### src/rtl/byte_dma_pkg.sv
// Shared types and helpers for the byte-wide DMA engine.
// Assumes a 24-bit internal word split into three byte lanes.
package byte_dma_pkg;
    localparam int BYTE_W = 8;
    localparam int LANES  = 3;
    localparam int WORD_W = BYTE_W * LANES;

    typedef enum logic [1:0] {
        PK_LO8 = 2'd0,
        PK_HI8 = 2'd1,
        PK_16  = 2'd2,
        PK_24  = 2'd3
    } pack_e;

    typedef enum logic [2:0] {
        SEL_IADDR = 3'd0,
        SEL_ELOW  = 3'd1,
        SEL_CTRL  = 3'd2,
        SEL_WAITS = 3'd3,
        SEL_COUNT = 3'd4
    } sel_e;

    typedef enum logic [1:0] {
        PH_IDLE, PH_SETUP, PH_STROBE, PH_HOLD
    } phase_e;

    // Number of external bytes moved per internal word.
    function automatic logic [1:0] bytes_per_word(pack_e m);
        case (m)
            PK_16:   return 2'd2;
            PK_24:   return 2'd3;
            default: return 2'd1;
        endcase
    endfunction

    // Word lane used by the byte at position idx of a word.
    function automatic logic [1:0] lane_of(pack_e m, logic [1:0] idx);
        return (m == PK_HI8) ? 2'd1 : idx;
    endfunction
endpackage

### src/rtl/byte_dma_regs.sv
// Configuration and address/count registers of the DMA engine.
// Assumes advance pulses only occur while busy; writes are accepted only when idle.
module byte_dma_regs
    import byte_dma_pkg::*;
#(
    parameter int IADDR_W = 14,
    parameter int ELOW_W  = 14,
    parameter int PAGE_W  = 8,
    parameter int CNT_W   = 14,
    parameter int WS_W    = 3,
    parameter int CFG_W   = 16,
    localparam int EXT_W  = ELOW_W + PAGE_W
) (
    input  logic               clk,
    input  logic               rst_n,
    input  logic               cfg_we,
    input  logic [2:0]         cfg_sel,
    input  logic [CFG_W-1:0]   cfg_wdata,
    input  logic               busy,
    input  logic               byte_adv,
    input  logic               word_adv,
    output logic [IADDR_W-1:0] iaddr,
    output logic [EXT_W-1:0]   ext_addr,
    output logic               dir_wr,
    output pack_e              mode,
    output logic [WS_W-1:0]    waits,
    output logic [CNT_W-1:0]   count,
    output logic               start,
    output logic               last_word
);
    localparam int DIR_BIT = 2;

    logic accept;

    // Register writes are taken only while idle.
    assign accept    = cfg_we && !busy;
    assign start     = accept && (sel_e'(cfg_sel) == SEL_COUNT) && (cfg_wdata[CNT_W-1:0] != '0);
    assign last_word = (count == CNT_W'(1));

    // Hold configuration, advance addresses and count during a transfer.
    always_ff @(posedge clk) begin
        if (!rst_n) begin
            iaddr    <= '0;
            ext_addr <= '0;
            dir_wr   <= 1'b0;
            mode     <= PK_LO8;
            waits    <= '1;
            count    <= '0;
        end else begin
            if (accept) begin
                case (sel_e'(cfg_sel))
                    SEL_IADDR: iaddr <= cfg_wdata[IADDR_W-1:0];
                    SEL_ELOW:  ext_addr[ELOW_W-1:0] <= cfg_wdata[ELOW_W-1:0];
                    SEL_CTRL: begin
                        ext_addr[EXT_W-1:ELOW_W] <= cfg_wdata[CFG_W-1 -: PAGE_W];
                        dir_wr <= cfg_wdata[DIR_BIT];
                        mode   <= pack_e'(cfg_wdata[1:0]);
                    end
                    SEL_WAITS: waits <= cfg_wdata[WS_W-1:0];
                    SEL_COUNT: count <= cfg_wdata[CNT_W-1:0];
                    default: ;
                endcase
            end
            if (byte_adv) ext_addr <= ext_addr + EXT_W'(1);
            if (word_adv) begin
                iaddr <= iaddr + IADDR_W'(1);
                count <= count - CNT_W'(1);
            end
        end
    end
endmodule

### src/rtl/byte_dma_seq.sv
// Byte-cycle sequencer: setup, strobe for waits+1 clocks, hold, per byte.
// Assumes mode, direction and waits stay constant while busy.
module byte_dma_seq
    import byte_dma_pkg::*;
#(
    parameter int WS_W = 3
) (
    input  logic            clk,
    input  logic            rst_n,
    input  logic            start,
    input  logic [WS_W-1:0] waits,
    input  pack_e           mode,
    input  logic            dir_wr,
    input  logic            last_word,
    output phase_e          phase,
    output logic [1:0]      byte_idx,
    output logic            byte_adv,
    output logic            word_adv,
    output logic            sample,
    output logic            irq
);
    logic [WS_W-1:0] wcnt;
    logic            last_byte;

    assign last_byte = (byte_idx == bytes_per_word(mode) - 2'd1);
    assign byte_adv  = (phase == PH_HOLD);
    assign word_adv  = byte_adv && last_byte;
    assign sample    = (phase == PH_STROBE) && (wcnt == '0) && !dir_wr;

    // Phase machine, wait counter, byte index and completion pulse.
    always_ff @(posedge clk) begin
        if (!rst_n) begin
            phase    <= PH_IDLE;
            wcnt     <= '0;
            byte_idx <= '0;
            irq      <= 1'b0;
        end else begin
            irq <= word_adv && last_word;
            case (phase)
                PH_IDLE: if (start) begin
                    phase    <= PH_SETUP;
                    byte_idx <= '0;
                end
                PH_SETUP: begin
                    phase <= PH_STROBE;
                    wcnt  <= waits;
                end
                PH_STROBE: begin
                    if (wcnt == '0) phase <= PH_HOLD;
                    else            wcnt  <= wcnt - WS_W'(1);
                end
                PH_HOLD: begin
                    if (last_byte) begin
                        byte_idx <= '0;
                        phase    <= last_word ? PH_IDLE : PH_SETUP;
                    end else begin
                        byte_idx <= byte_idx + 2'd1;
                        phase    <= PH_SETUP;
                    end
                end
                default: phase <= PH_IDLE;
            endcase
        end
    end
endmodule

### src/rtl/byte_dma_pack.sv
// Byte lane steering: picks the outgoing byte of a word and gathers incoming bytes.
// Assumes the internal read data is valid in the same clock as its address.
module byte_dma_pack
    import byte_dma_pkg::*;
(
    input  logic              clk,
    input  logic              rst_n,
    input  pack_e             mode,
    input  logic [1:0]        byte_idx,
    input  logic              sample,
    input  logic [BYTE_W-1:0] ext_din,
    input  logic [WORD_W-1:0] mem_rdata,
    output logic [BYTE_W-1:0] ext_dout,
    output logic [WORD_W-1:0] mem_wdata
);
    logic [1:0] lane;

    assign lane = lane_of(mode, byte_idx);

    // Select the outgoing byte lane of the current word.
    always_comb begin
        ext_dout = '0;
        for (int l = 0; l < LANES; l++)
            if (lane == 2'(l)) ext_dout = mem_rdata[l*BYTE_W +: BYTE_W];
    end

    for (genvar g = 0; g < LANES; g++) begin : g_lane
        logic [BYTE_W-1:0] asm_q;
        // Capture this lane's byte, clearing it at the first byte of a word.
        always_ff @(posedge clk) begin
            if (!rst_n)                         asm_q <= '0;
            else if (sample && lane == 2'(g))   asm_q <= ext_din;
            else if (sample && byte_idx == '0)  asm_q <= '0;
        end
        assign mem_wdata[g*BYTE_W +: BYTE_W] = asm_q;
    end
endmodule

### src/rtl/byte_dma_engine.sv
// Top of the byte-wide DMA engine: moves words between internal memory and a
// byte-wide external memory with programmable wait states and packing.
// Assumes internal memory is not modified by others during a transfer.
module byte_dma_engine
    import byte_dma_pkg::*;
#(
    parameter int IADDR_W = 14,
    parameter int ELOW_W  = 14,
    parameter int PAGE_W  = 8,
    parameter int CNT_W   = 14,
    parameter int WS_W    = 3,
    parameter int CFG_W   = 16,
    localparam int EXT_W  = ELOW_W + PAGE_W
) (
    input  logic               clk,
    input  logic               rst_n,
    input  logic               cfg_we,
    input  logic [2:0]         cfg_sel,
    input  logic [CFG_W-1:0]   cfg_wdata,
    output logic [CNT_W-1:0]   count_o,
    output logic               busy_o,
    output logic               irq_o,
    output logic [IADDR_W-1:0] mem_addr_o,
    output logic               mem_we_o,
    output logic [WORD_W-1:0]  mem_wdata_o,
    input  logic [WORD_W-1:0]  mem_rdata_i,
    output logic [EXT_W-1:0]   ext_addr_o,
    output logic [BYTE_W-1:0]  ext_dout_o,
    input  logic [BYTE_W-1:0]  ext_din_i,
    output logic               ext_drive_o,
    output logic               ext_ce_n_o,
    output logic               ext_we_n_o,
    output logic               ext_oe_n_o
);
    phase_e          phase;
    logic [1:0]      byte_idx;
    logic            byte_adv, word_adv, sample, start, last_word, dir_wr, busy;
    pack_e           mode;
    logic [WS_W-1:0] waits;

    assign busy = (phase != PH_IDLE);

    byte_dma_regs #(
        .IADDR_W(IADDR_W), .ELOW_W(ELOW_W), .PAGE_W(PAGE_W),
        .CNT_W(CNT_W), .WS_W(WS_W), .CFG_W(CFG_W)
    ) u_regs (
        .clk(clk), .rst_n(rst_n), .cfg_we(cfg_we), .cfg_sel(cfg_sel),
        .cfg_wdata(cfg_wdata), .busy(busy), .byte_adv(byte_adv),
        .word_adv(word_adv), .iaddr(mem_addr_o), .ext_addr(ext_addr_o),
        .dir_wr(dir_wr), .mode(mode), .waits(waits), .count(count_o),
        .start(start), .last_word(last_word)
    );

    byte_dma_seq #(.WS_W(WS_W)) u_seq (
        .clk(clk), .rst_n(rst_n), .start(start), .waits(waits), .mode(mode),
        .dir_wr(dir_wr), .last_word(last_word), .phase(phase),
        .byte_idx(byte_idx), .byte_adv(byte_adv), .word_adv(word_adv),
        .sample(sample), .irq(irq_o)
    );

    byte_dma_pack u_pack (
        .clk(clk), .rst_n(rst_n), .mode(mode), .byte_idx(byte_idx),
        .sample(sample), .ext_din(ext_din_i), .mem_rdata(mem_rdata_i),
        .ext_dout(ext_dout_o), .mem_wdata(mem_wdata_o)
    );

    // External strobes and internal write, decoded from the phase.
    assign busy_o      = busy;
    assign ext_ce_n_o  = !busy;
    assign ext_we_n_o  = !((phase == PH_STROBE) && dir_wr);
    assign ext_oe_n_o  = !((phase == PH_STROBE) && !dir_wr);
    assign ext_drive_o = busy && dir_wr;
    assign mem_we_o    = word_adv && !dir_wr;
endmodule

### config.mk
export PLATFORM = sky130hd
export DESIGN_NAME = byte_dma_engine
export DESIGN_NICKNAME = d
export VERILOG_FILES = /design/src/rtl/byte_dma_pkg.sv /design/src/rtl/byte_dma_regs.sv /design/src/rtl/byte_dma_seq.sv /design/src/rtl/byte_dma_pack.sv /design/src/rtl/byte_dma_engine.sv
export SDC_FILE = /design/constraint.sdc
export NUM_CORES = 1
export LEC_CHECK = 0
export ABC_AREA = 1
export BUFFER_PORTS_ARGS = -buffer_cell sky130_fd_sc_hd__buf_2
export CAP_MARGIN = 20
export CORE_MARGIN = 5
export CORE_UTILIZATION = 25
export CTS_CLUSTER_SIZE = 12
export DETAILED_ROUTE_END_ITERATION = 16
export PLACE_DENSITY = 0.52
export SLEW_MARGIN = 25
export SYNTH_ARGS = -nofsm -noshare
export SYNTH_HDL_FRONTEND = slang
export SYNTH_SLANG_ARGS = --single-unit
### constraint.sdc
create_clock -name clk -period 3.5 [get_ports clk]
set_clock_uncertainty 0.2 [all_clocks]
set_input_delay 0 -clock clk [delete_from_list [all_inputs] [get_ports clk]]
set_output_delay 0 -clock clk [all_outputs]
set_load 0.005 [all_outputs]
# After elaboration in Yosys (flattened, before gate mapping)
# Index checks and enable logic that the tools add are counted.
[totals]
input_bits = 54
out_inout_bits = 89
reg_bits = 88
[classes]
addsub = 6
n_mux = 29
n_reduce_logical = 46
eq_ne = 17
[op_table]
columns = ["cell", "n"]
rows = [
  ["$mux 14", 7],
  ["$mux 8", 8],
  ["$mux 22", 2],
  ["$reduce_bool 2->1", 12],
  ["$add 22x1->22 const B", 1],
  ["$reduce_and 2->1", 9],
  ["$logic_and 1x1->1", 15],
  ["$add 14x1->14 const B", 1],
  ["$eq 14x1->1 const B", 1],
  ["$reduce_bool 14->1", 1],
  ["$sub 14x1->14 const B", 1],
  ["$mux 2", 6],
  ["$eq 2x2->1 const B", 5],
  ["$pmux 2 s2", 2],
  ["$pmux 2 s4", 1],
  ["$eq 2x1->1 const B", 3],
  ["$eq 3x2->1 const B", 2],
  ["$logic_not 2->1", 3],
  ["$logic_not 3->1", 2],
  ["$pmux 3 s2", 1],
  ["$logic_not 1->1", 4],
  ["$ne 2x2->1 const B", 2],
  ["$eq 3x1->1 const B", 1],
  ["$eq 3x3->1 const B", 1],
  ["other kinds (7)", 7],
]

# Depth between registers and ports, before layout
[depth]
ltp_word = 7
ltp_mapped = 13

# Hierarchy
# From an unflattened synthesis, not the netlist that was laid out.
[unflattened]
hier_cells = 816
area_unflattened_um2 = 5292.6
[modules_own_cells]
columns = ["module", "area_per_inst_um2", "instances", "cells_each", "seq_area_each_um2"]
rows = [
  ["byte_dma_regs", 3636.0, 1, 576, 1121.1],
  ["byte_dma_pack", 1076.0, 1, 150, 480.5],
  ["byte_dma_seq", 541.8, 1, 81, 160.2],
  ["byte_dma_engine", 38.8, 1, 9, 0.0],
]

# Worst setup path after synthesis
# Ideal clock, no wire load.
[synth_path]
path_type = "register to register"
startpoint = "register u_seq.phase[1]"
endpoint = "register u_regs.waits[0]"
setup_time_ns = 0.133
required_time_ns = 3.167
setup_slack_ns = 1.673
stages_incl_launch_ff = 10
synth_period_minus_slack_ns = 1.827
arrival_time_ns = 1.493
cell_sequence = "dfxtp_1 > inv_1 > ha_1 > nand2_2 > nor2_4 > inv_1 > nor3_1 > inv_1 > nand2_1 > nand3_1"
[synth_between]
elab_chain_len = 4
[synth_rtl]
columns = ["element", "line", "text"]
rows = [
  ["start, declared", "byte_dma_seq.sv:15", "output phase_e phase,"],
  ["start signal, assigned", "byte_dma_seq.sv:55", "phase <= last_word ? PH_IDLE : PH_SETUP;"],
  ["$reduce_bool 2->1", "byte_dma_engine.sv:41", "assign busy = (phase != PH_IDLE);"],
  ["$logic_not 1->1", "--", ""],
  ["via ext_ce_n_o", "byte_dma_engine.sv:31", "output logic ext_ce_n_o,"],
  ["$logic_and 1x1->1", "byte_dma_regs.sv:36", "assign accept = cfg_we && !busy;"],
  ["$reduce_and 2->1 (no line)", "--", ""],
  ["end signal, assigned", "byte_dma_regs.sv:59", "SEL_WAITS: waits <= cfg_wdata[WS_W-1:0];"],
  ["end, declared", "byte_dma_regs.sv:26", "output logic [WS_W-1:0] waits,"],
]
# The timed path passes the listed nets, and every way through them passes these cells.
# A chain may end at the register's enable or synchronous reset.

# Worst setup path in the final report
[layout_path]
startpoint = "register u_seq.phase[1]"
endpoint = "register u_regs.waits[2]"
[layout_between]
elab_chain_len = 4
[layout_rtl]
columns = ["element", "line"]
rows = [
  ["$reduce_bool 2->1", "byte_dma_engine.sv:41"],
  ["$logic_not 1->1", "byte_dma_regs.sv:36"],
  ["$logic_and 1x1->1", "byte_dma_regs.sv:36"],
  ["$reduce_and 2->1 (no line)", "--"],
]
# Every way passes these cells.

==> results.cfg <==
[worst_setup_path]
critPathCaptureType = flip-flop
critPathLaunchType = flip-flop
r2r_slack_ns = 0.41
crit_path_max_fanout = 7
cp.required_ns = 3.59
critPathKind = reg -> reg
critical_path_arrival_ns = 3.18

[clocking]
htreeDepth = 3
cts-root-buf = clkbuf_16
insertion_delay_ns = 0.35
path_clk_slew_ns = 0.07
cts.path.max_buffers = 2
cts_resized = 0
clock_sinks = 88
cts_made_buffers = 9
cts_tree = yes

[sta]
maxSlewViolCount = 0
final-hold-violation-count = 0
clock.fmax_ghz = 0.3236
min_period_ns = 3.090
grt_setup_unrepaired = no
setup_viol = 0
fin_crit_sh_pct = 88.28
setup-tns-final_ns = 0
relSlewSlack_pct = 41.60
worst_pin_slew_ns = 0.8747

[global_route]
antenna_found_initial = 0
grt-ovfl-total = 0
grt_start_max_net_pins = 46
first_global_vias = 5419
grt_pass1_wl_mm = 29.08
track_usage_pct = 14.78

[route]
via_per_inst = 4.617
drtAntennaViolNets = 0
vias = 5868
drt_first_pass_iters = 5
drt_iter0_markers = 389
wl_mm = 18.34
post_drt_wl_per_cell_um = 14.43
drcViolationCount = 0

[die]
io_pins = 143
die-area_um2 = 24220
rows = 53
core-area_um2 = 20960
die_w_um = 155.6
die_y_um = 155.6
start_util_pct = 25.30

[placed_design]
place_hpwl_mm = 13.39
placed_cell_area_um2 = 6216
gp_congestion = 0.8025
io_buffers = 142

[cells_and_area]
drive_gt1_share_pct = 19.38
fillers = 2339
antenna_cells = 0
fin_util_pct = 32.86
finalInstanceArea_um2 = 6887
nets = 1057
syn2layout_area_growth_pct = 29.87

[logic_synthesis]
synthDominantCellAreaShare_pct = 33.22
netlist_instances = 826
ys_seq_elements = 88
synth_nets = 892
syn-mean-instance-area_um2 = 6.420
synth-edff-count = 0
yosys.cell_count.top_type = nand2_1
netlist_top_cells_area = dfxtp_1, nand2_1, nand3_1
syn_area_um2 = 5303
netlist_top_cells_count = nand2_1, nand3_1, inv_1, dfxtp_1, nor2_1
synthFlopType = dfxtp_1
yosysUniqueCellTypes = 38
ys_warn_count = 0
async_reset_ff_share_pct = 0
yosys.area.top_type = dfxtp_1
ys_seq_area_share_pct = 33.22

[pwr]
powerDensity_nw_per_um2 = 503.7
power_frac_clock_pct = 29.8
power.internal_uw = 2113
power.net_switching_uw = 1356
totalPowerFinal_uw = 3469
seqPwrFrac_pct = 35.1
vdd_drop_max_mv = 0.2721
switching_share_pct = 39.09
power_frac_comb_pct = 35.1
power_leakage_uw = 0.003112

[status]
status = finished clean

[worst_hold_path]
hp-class = in -> reg

[flow_run]
cap_violations = 0
-- cell usage in the layout (no fill, tap or decap), drive strengths merged, types with 12 or more instances in the layout --
master	n
buf	147
inv	108
ha	12
nor2	76
a31oi	13
o211ai	12
dfxtp	88
o21ai	53
nand2	216
a21oi	58
dlygate4sd3	36
nand3	117
-- critical path, stage by stage (launching register included) --
cell and delay, ns:
dfxtp_1 0.33, inv_1 0.14, ha_1 0.37, nand2_2 0.10, nor2_4 0.17, inv_1 0.05
nor3_1 0.38, nand2_1 0.09, dlygate4sd3_1 0.57, nand3_1 0.08, dlygate4sd3_1 0.56
-- area by class of cell --
type	count	area, µm²	area share [%]
Timing Repair Buffer	183	1109	16.10
Tap cell	275	344.1	4.996
Sequential cell	88	1762	25.58
Clock buffer	9	225.2	3.270
Inverter	106	406.6	5.905
Multi-Input combinational cell	603	2955	42.91
Clock inverter	7	85.08	1.235
-- power groups by stage --
stage	clock network, µW	registers [µW]	logic, µW
after floorplan	0	1220	840
after global placement	0	1240	1190
after detailed placement	0	1240	1190
after CTS	1080	1220	1230
after global routing	1110	1230	1400
final	1030	1220	1220
-- metrics by stage --
stage	hold WS, ns	cells	worst slack [ns]
floorplan	-0.09996	826	1.673
global placement	0.06637	1219	1.021
detailed placement	0.07097	1219	0.9550
CTS	0.001999	1271	0.4200
global route	0.04552	1271	0.1330
finish	0.02144	1271	0.4102
-- path summary, 6_finish.rpt --
path,to,cells after the start,from
max,u_regs.waits[2],10,u_seq.phase[1]
min,u_regs.waits[0],7,cfg_we
max reg2reg,u_regs.waits[2],10,u_seq.phase[1]
min reg2reg,u_regs.waits[0],2,u_regs.waits[0]
-- state kept, by name, summed over array words and instances, names as in the netlist --
register,flops
u_pack.g_lane.asm_q,24
u_regs.count,14
u_regs.dir_wr,1
u_regs.ext_addr,22
u_regs.iaddr,14
u_regs.mode,2
u_regs.waits,3
u_seq.byte_idx,2
u_seq.irq,1
u_seq.phase,2
u_seq.wcnt,3
-- layer usage --
metal  GRT usage [%]  routed length, µm  up-vias  part of all wire, %
met3           2.940               1070       19                  5.8
met1           20.02               8519     2659                   46
met4           4.085                272        0                  1.5
li1                -                  -     3038                    -
met2           24.04               8475      152                   46
met5               0                  0        -                    0
-- repair_timing --
item,in CTS,in global routing
endpoints found under the hold margin,80,0
hold buffers,36,0
setup buffers,0,0
-- cell families after synthesis --
logic type               Yosys count  share of synthesized area [%]
AO/OA/AOI/OAI                    149                          15.55
adder cells (fa/ha/maj)           12                          2.831
buffers and inverters            135                          11.04
AND/OR/NAND/NOR                  433                          35.87
XOR/XNOR                           9                          1.487
flip-flops                        88                          33.22
Note: power is estimated with default switching activity, not from simulation.
